===== src/rtl/irq_status_ctrl.sv =====
module irq_status_ctrl #(
  parameter int WIDTH = 32
) (
  input  logic             clk,
  input  logic             rst_n,
  input  logic [WIDTH-1:0] evt_i,
  input  logic             wr_en_i,
  input  logic             wr_addr_i,
  input  logic [WIDTH-1:0] wr_data_i,
  input  logic             rd_addr_i,
  output logic [WIDTH-1:0] rd_data_o,
  output logic             irq_oe_o
);
  logic [WIDTH-1:0] status_q, mask_q;
  logic [WIDTH-1:0] clr_bits, status_d, mask_d, pend_now, pend_d, dropped;
  logic             partial_clr;

  assign clr_bits = (wr_en_i && !wr_addr_i) ? wr_data_i : '0;
  assign status_d = (status_q & ~clr_bits) | evt_i;
  assign mask_d   = (wr_en_i && wr_addr_i) ? wr_data_i : mask_q;

  assign pend_now = status_q & ~mask_q;
  assign pend_d   = status_d & ~mask_d;
  assign dropped  = pend_now & clr_bits & ~evt_i;

  assign partial_clr = (|dropped) && (|pend_d);

  always_ff @(posedge clk or negedge rst_n) begin
    if (!rst_n) begin
      status_q <= '0;
      mask_q   <= '0;
      irq_oe_o <= 1'b0;
    end else begin
      status_q <= status_d;
      mask_q   <= mask_d;
      irq_oe_o <= (|pend_d) && !partial_clr;
    end
  end

  assign rd_data_o = rd_addr_i ? mask_q : status_q;
endmodule



===== config.mk =====
export PLATFORM = sky130hd
export DESIGN_NAME = irq_status_ctrl
export DESIGN_NICKNAME = d
export VERILOG_FILES = /design/src/rtl/irq_status_ctrl.sv
export SDC_FILE = /design/constraint.sdc
export NUM_CORES = 1
export LEC_CHECK = 0
export BUFFER_PORTS_ARGS = -buffer_cell sky130_fd_sc_hd__buf_2
export CAP_MARGIN = 20
export CORE_MARGIN = 2
export CORE_UTILIZATION = 40
export CTS_BUF_LIST = sky130_fd_sc_hd__clkbuf_16
export DETAILED_ROUTE_END_ITERATION = 8
export GPL_TIMING_DRIVEN = 0
export PLACE_DENSITY = 0.75
export SYNTH_ARGS = -nofsm -noshare
export SYNTH_HDL_FRONTEND = slang
export SYNTH_SLANG_ARGS = --single-unit

===== constraint.sdc =====
create_clock -name clk -period 1.3 [get_ports clk]
set_clock_uncertainty 0.2 [all_clocks]
set_input_delay 0.065 -clock clk [delete_from_list [all_inputs] [get_ports clk]]
set_output_delay 0.065 -clock clk [all_outputs]
set_load 0.005 [all_outputs]

* Word level (Yosys, flattened, before mapping) *
Index checks and enable logic that the tools add are counted.

storage, ports and cells
  register bits = 65
  word-level logic and storage cells = 24

cells by class
  multiplexer cells = 3
  bitwise operators = 10
  reduce and logical (&&, ||, !) cells = 8

operator list
  kind                 number
  32-bit AND           5
  32-bit inverter      4
  32-bit two-way mux   3
  32-bit OR reduction  2
  32-bit bitwise OR    1
  1-bit logical AND    4
  1-bit logical NOT    2

* Logic depth before layout (Yosys ltp) *
Gate-level depths: netlist of the first run.

  depth in word-level cells = 11
  mapped depth = 9
  depth with buffers taken out = 6

* Worst setup path after synthesis of the first run *
Ideal clock, no wire load.

  path kind = register -> register
  start = register status_q[18]
  end = register irq_oe_o
  setup time = 0.131 ns
  data arrival time = 1.101 ns
  required time = 0.969 ns
  path slack = -0.132 ns
  stages on the path, launching flop included = 7
  path buffers = 0
  period minus slack after synthesis = 1.432 ns
  cells stage by stage = dfrtp_1 nor2_1 a31oi_1 a22oi_1 nand3_1 nor4_1 a21oi_1

between the ends
  word-level cells in the longest chain between the ends = 7
  elaborated cells on any way between the ends = 11
  classes of those cells = bitwise (6); reduce/logical (5)

RTL lines
  element                                                 RTL line  text
  from (decl)                                             14        logic [WIDTH-1:0] status_q, mask_q;
  from (signal assigned)                                  34        status_q <= status_d;
  32-bit AND, on equally long branches                    22, 19
  32-bit AND / 32-bit bitwise OR (equally long branches)  24, 19
  32-bit AND, on equally long branches                    24, 23
  32-bit OR reduction, on equally long branches           26, 36
  1-bit logical AND                                       26        assign partial_clr = (|dropped) && (|pend_d);
  1-bit logical NOT                                       36        irq_oe_o <= (|pend_d) && !partial_clr;
  1-bit logical AND *                                     36
  to (signal assigned)                                    36
  to (decl)                                               12        output logic irq_oe_o

Every way passes the cells marked *; elsewhere a longest branch is shown, timed or not.

* Worst setup path after layout of the first run *
  start = register mask_q[23]
  end = register irq_oe_o

between the ends
  word-level cells in the longest chain between the ends = 8
  elaborated cells on any way between the ends = 12
  classes of those cells = mux (1); bitwise (6); reduce/logical (5)

RTL lines
  element                   RTL line  text
  from (decl)               14
  from (signal assigned)    35        mask_q <= mask_d;
  32-bit inverter           22        assign pend_now = status_q & ~mask_q;
  32-bit AND                22
  32-bit AND (2 in series)  24        assign dropped = pend_now & clr_bits & ~evt_i;
  32-bit OR reduction       26
  1-bit logical AND         26
  1-bit logical NOT         36
  1-bit logical AND *       36

Marked as above.

==> flow_summary.toml, run 1 <==
[run_status]
outcome = "complete, but fails checks"
failed_checks = "negative hold slack, negative setup slack"

[pwr]
power_frac_seq = 0.389
switching_power_mw = 1.85
cell_internal_pwr_mw = 4.30
combPwrFrac = 0.265
peakVddDrop_mv = 0.551
pwr-share-clk = 0.347
static-leakage-power_nw = 2.69
power.switching_fraction = 0.301
power_per_cell_area_mw_per_mm2 = 1040

[detailed_routing]
num_vias = 4635
antenna_left = 0
remaining_drc_errors = 0
detailed_route_wire_length_per_cell_um = 19.1
vias_per_cell = 5.77
first_pass_iters = 5
detail_route.wirelength_um = 15400
drt-initial-drc-count = 506

[min_path]
hold_start = "wr_en_i"
hold_path_class = "in -> reg"
min_delay_worst_endpoint = "mask_q[18]"
min_path_cells = 4

[logic_synthesis]
post_synth_main_area_contributors = "dfrtp_1, nand2_1, mux2_2, nand4_1, a21o_1"
synth.yosys.warnings = 0
synth.yosys.seq_area_share = 0.409
post-synth-top-area-cell = "dfrtp_1"
post-synth-top-area-fraction = 0.409
synthesis.area_mm2 = 0.00398
post_syn_area_per_cell_um2 = 8.34
postSynthNetCount = 546
synth.ff_latch_count = 65
synthCells = 477
netlist-cell-type-count = 24

[finish]
area_delta_synth_final_pct = 48.4
final_layout_size_suffix_gt1_frac = 0.276
final_util = 0.607
layout.cell_area.non_filler_mm2 = 0.00591
design.final.nets = 735
num-fill-cells = 858
diodes = 0
footprint_of_the_multi_input_gates_mm2 = 0.00227
sequential_cell_area_mm2 = 0.00163

[critical_path]
worst_r2r_startpoint = "mask_q[23]"
startpoint_types = "flip-flop"
worst-r2r-setup-slack_ns = -0.38
arrival_ns = 1.74
regToRegEndpoint = "irq_oe_o"
required_ns = 1.36
setup.worst_path.end_class = "flip-flop"
critical_path_start_end_classification = "reg -> reg"
crit_fanout = 4
ff2ff_path_depth = 6

[sta]
clock.fmax_mhz = 594
holdWs_ns = -0.0401
setup_viol = 33
grt_setup_unrepaired = "true"
final-max-slew-violation-count = 0
fin_setup_tns_ns = -3.91
period_share = 1.30
worst_slew_margin_rel = 0.575
hold_viol = 2
finalCriticalPeriod_ns = 1.68
worst_slack_ns = -0.384
max_slew.worst_pin.slew_ns = 0.637

[floorplanning]
start_util = 0.409
floorplan.die_area_mm2 = 0.0108
chipWidth_um = 104
die-height_um = 104
num_io_pins = 102
rows = 36
core_region_area_mm2 = 0.00973

[cts]
later_pin_clock_latency_in_the_skew_report_ns = 0.33
cts.reportedPaths.clkPinSlew_ns = 0.05
cell_chosen_for_the_clock_root = "clkbuf_16"
tritoncts.num_buffers = 9
cts.sinks = 65
cts.hold.buffers_added = 65
cts_htree_levels = 3
clock_path_buffers = 2
cts_tree = "built"

[placement]
portBuffers = 98
dpl_worst_slack_ns = -0.436
gp_routability_congestion = 0.932
post-dp-hpwl_um = 9800
postPlaceCellArea_mm2 = 0.00468

[global_routing]
grt_max_degree = 66
grt_pass1_wl_um = 23600
grt_usage = 0.279
grt_use_met3 = 0.0510
first_global_vias = 4639
gr-total-overflow = 0
use_met2 = 0.473
grt.busiest_layer = "met2"
antenna_found_initial = 0
gr-usage-met1 = 0.343

[job]
maxCapViolations = 0
## worst max-delay path, cell delays in order, from the launching register on
cell and delay [ns]:
dfrtp_1 0.39, nor2_1 0.06, nand4_1 0.14, nand4_1 0.16, nor4_1 0.45, nand2_1 0.09
a21oi_1 0.12
## Yosys cell counts, drive strengths merged
library cell  instances
nand2               134
dfrtp                65
nand4                43
nor2                 42
mux2                 32
a21o                 30
nand2b               30
buf                  24
a32oi                20
o21ai                20
a31oi                10
a22oi                 5
nand3                 5
clkbuf                4
nor4                  4
o211ai                4
inv                   2
a21oi                 1
and2                  1
nor2b                 1
## how the worst max path moves through the flow
stage,end,start,slack (ns)
6_report,irq_oe_o,mask_q[23],-0.38
5_1_grt,irq_oe_o,status_q[18],-0.36
4_1_cts,irq_oe_o,status_q[24],-0.28
3_5_place_dp,irq_oe_o,wr_en_i,-0.44
3_3_place_gp,irq_oe_o,wr_en_i,-0.44
2_1_floorplan,irq_oe_o,status_q[16],-0.11
## stage by stage
stage | power, mW | hold WS (ns) | instances
5_1_grt | 6.37 | -0.0246 | 803
3_5_place_dp | 3.63 | 0.0251 | 708
6_report | 6.15 | -0.0401 | 803
3_3_place_gp | 3.57 | 0.0877 | 708
4_1_cts | 6.00 | -0.0597 | 795
2_1_floorplan | 3.05 | -0.431 | 477
## flip-flops by register name (all words and copies together), names as in the netlist
register	count
mask_q	32
irq_oe_o	1
status_q	32
## kinds of logic (layout without fill, tap and decap cells)
family	Yosys count	count (layout)	synth area share
DFF	65	65	0.409
and+or+nand+nor	260	260	0.299
AOI/OAI and AO/OA	90	90	0.160
buffers and inverters	30	223	0.0421
muxes	32	32	0.0905
## timing repair
| action | in CTS | in global routing |
|---|---|---|
| buffers inserted | 7 | 8 |
| gates resized for setup | 26 | 23 |
| gates cloned | 0 | 0 |
| pin swaps | 8 | 2 |
| endpoints found under the setup margin | 33 | 98 |
| hold endpoints to repair | 129 | 1 |
## final cells by class
class                      count  share of cell area
multi-input combinational    382               0.384
sequential                    65               0.275
timing repair buffer         178               0.234
clock buffer                   9              0.0381
buffer                        28              0.0347
tap                          133              0.0282
clock inverter                 6             0.00445
inverter                       2             0.00127
## power groups by stage
stage	sequential, mW	clock, mW	combinational (mW)
after floorplan	2.36	0	0.681
after global placement	2.39	0	1.18
after detailed placement	2.41	0	1.22
after CTS	2.37	2.13	1.49
after global routing	2.41	2.23	1.74
final	2.39	2.13	1.63
## cell usage in the layout, fill, tap and decap left out, drive strengths merged
cell type and n:
o21ai 20, nand3 5, nor2 42, inv 2
and2 1, o211ai 4, nor2b 1, a31oi 10
dlygate4sd3 65, nand2 134, mux2 32, nor4 4
a32oi 20, a21o 30, clkinv 6, clkbuf 13
dfrtp 65, nand4 43, a21oi 1, buf 137
nand2b 30, a22oi 5
## metal layers
layer,vias up,share of wire
met5,-,0
met3,49,0.083
met1,2224,0.39
li1,2086,-
met4,0,0.034
met2,276,0.49
(Power assumes the default switching activity.)
==> run 2, diff against run 1 <==
Settings changed: BUFFER_PORTS_ARGS -buffer_cell sky130_fd_sc_hd__buf_2 to default, DONT_BUFFER_PORTS from default to 1, PLACE_DENSITY 0.75 to 0.66.
==> run 2 against run 1 <==
  * The run still ends with negative hold slack, negative setup slack left
  * Sequential share of layout area grew 2.6 points
  * Critical path depth shrank 2
  * Register-to-register slack gained 0.03 ns
  * Fmax grew 2.0%
  * Flip-flop and latch count is the same
  * First-iteration DRC count shrank 7.1%
  * Clock power grew 22%
  * Sequential power is essentially flat
  * Combinational power shrank 22%
  * Critical path type unchanged
  * Critical endpoint unchanged
  * Highest routed layer unchanged
==> flow_summary.toml, run 2 (synthesis gave the netlist of run 1 again) <==
[finish]
mostFrequentLayoutCell = "nand2_1"
largest_registers = "mask_q: 32 flops, status_q: 32 flops, irq_oe_o: 1 flops"
layout.cells.most_common_list = "nand2_1, dfrtp_1, dlygate4sd3_1"
num-fill-cells = 877
footprint_of_the_multi_input_gates_mm2 = 0.00230
layout.cell_area.non_filler_mm2 = 0.00539
design.final.nets = 638
sequential_cell_area_mm2 = 0.00163
diodes = 0
final_layout_size_suffix_gt1_frac = 0.164
instances_no_fill = 707
area_delta_synth_final_pct = 35.5

[sta]
holdWs_ns = -0.783
grt_setup_unrepaired = "true"
worst_slack_ns = -0.351
finalCriticalPeriod_ns = 1.65
hold_viol = 67
clock.fmax_mhz = 606
period_share = 1.27
worst_slew_margin_rel = 0.615
final-max-slew-violation-count = 0
max_slew.worst_pin.slew_ns = 0.578
setup_viol = 20

[global_routing]
gr-total-overflow = 0
antenna_found_initial = 0
grt_pass1_wl_um = 23800
first_global_vias = 4347
grt_usage = 0.285
grt_max_degree = 66

[placement]
gp_routability_congestion = 0.860
post-dp-hpwl_um = 9540
postPlaceCellArea_mm2 = 0.00418
portBuffers = 0
placedCellCount = 610

[pwr]
static-leakage-power_nw = 2.32
power_per_cell_area_mw_per_mm2 = 1160
peakVddDrop_mv = 0.584

[detailed_routing]
first_pass_iters = 6
detailed_route_wire_length_per_cell_um = 21.8
antenna_left = 0
drt-initial-drc-count = 470
vias_per_cell = 6.04
num_vias = 4271
remaining_drc_errors = 0
detail_route.wirelength_um = 15400

[critical_path]
setup.worst_path.end_class = "flip-flop"
crit_fanout = 4
ff2ff_path_depth = 4
required_ns = 1.31
critical_path_start_end_classification = "reg -> reg"
worst-r2r-setup-slack_ns = -0.35
startpoint_types = "flip-flop"
worst_r2r_startpoint = "status_q[4]"
regToRegEndpoint = "irq_oe_o"
arrival_ns = 1.66

[cts]
cell_chosen_for_the_clock_root = "clkbuf_16"
later_pin_clock_latency_in_the_skew_report_ns = 0.34
clock_path_buffers = 2
tritoncts.num_buffers = 9
cts_tree = "built"
cts.hold.buffers_added = 64
cts_htree_levels = 3
cts.sinks = 65
cts.reportedPaths.clkPinSlew_ns = 0.06

[floorplanning]
floorplan.die_area_mm2 = 0.0108
num_io_pins = 102
chipWidth_um = 104
core_region_area_mm2 = 0.00973
start_util = 0.409
rows = 36
die-height_um = 104

[min_path]
hold_path_class = "in -> async"

[run_status]
failed_checks = "negative hold slack, negative setup slack"
outcome = "complete, but fails checks"

[job]
maxCapViolations = 0
-- run 2: cell type report --
class,count,share of cell area
clock inverters,7,0.0158
repair buffers,81,0.144
multi-input cells,382,0.426
clock buffers,9,0.0418
plain buffers,28,0.0387
flip-flops and latches,65,0.302
inverters,2,0.00139
well taps,133,0.0309
-- run 2: how the worst max path moves through the flow --
stage	startpoint	to	slack [ns]	cells past startpoint
3_5_place_dp	wr_en_i	irq_oe_o	-0.48	9
2_1_floorplan	status_q[16]	irq_oe_o	-0.11	6
5_1_grt	status_q[24]	irq_oe_o	-0.40	6
6_report	status_q[4]	irq_oe_o	-0.35	4
4_1_cts	status_q[24]	irq_oe_o	-0.31	6
3_3_place_gp	wr_en_i	irq_oe_o	-0.49	9
-- run 2: worst max-delay path, cell delays in order (launching register included) --
cell     delay [ns]
dfrtp_1        0.41
o21ai_0        0.27
nand4_1        0.21
nor4_2         0.31
a21oi_1        0.11
-- run 2: per-stage QoR --
step	worst slack, ns	power (mW)	setup TNS (ns)	hold slack, ns	util
after floorplan	-0.112	3.05	-0.112	-0.431	-
after global placement	-0.493	3.27	-20.53	-0.429	0.430
after detailed placement	-0.485	3.30	-20.97	-0.429	0.430
after CTS	-0.313	6.12	-0.560	-0.780	0.538
after global routing	-0.397	6.49	-1.14	-0.784	0.554
final	-0.351	6.26	-0.717	-0.783	0.554
-- run 2: routing by layer --
| layer | up-vias | share of wire | GRT usage | wire length [um] |
|---|---|---|---|---|
| met5 | - | 0 | 0 | 0 |
| met4 | 0 | 0.038 | 0.155 | 587 |
| met2 | 246 | 0.47 | 0.456 | 7280 |
| met3 | 46 | 0.091 | 0.0717 | 1410 |
| li1 | 1886 | - | - | - |
| met1 | 2093 | 0.40 | 0.352 | 6150 |
-- run 2: timing repair --
item,in CTS,in global routing
hold endpoints to repair,130,67
endpoints found under the setup margin,33,34
gates resized for setup,13,24
setup buffers,8,10
pin swaps,11,3
-- run 2: power breakdown --
group	internal, mW	total, mW	switching [mW]
clock	1.66	2.60	0.942
sequential	2.21	2.39	0.183
combinational	0.639	1.27	0.630
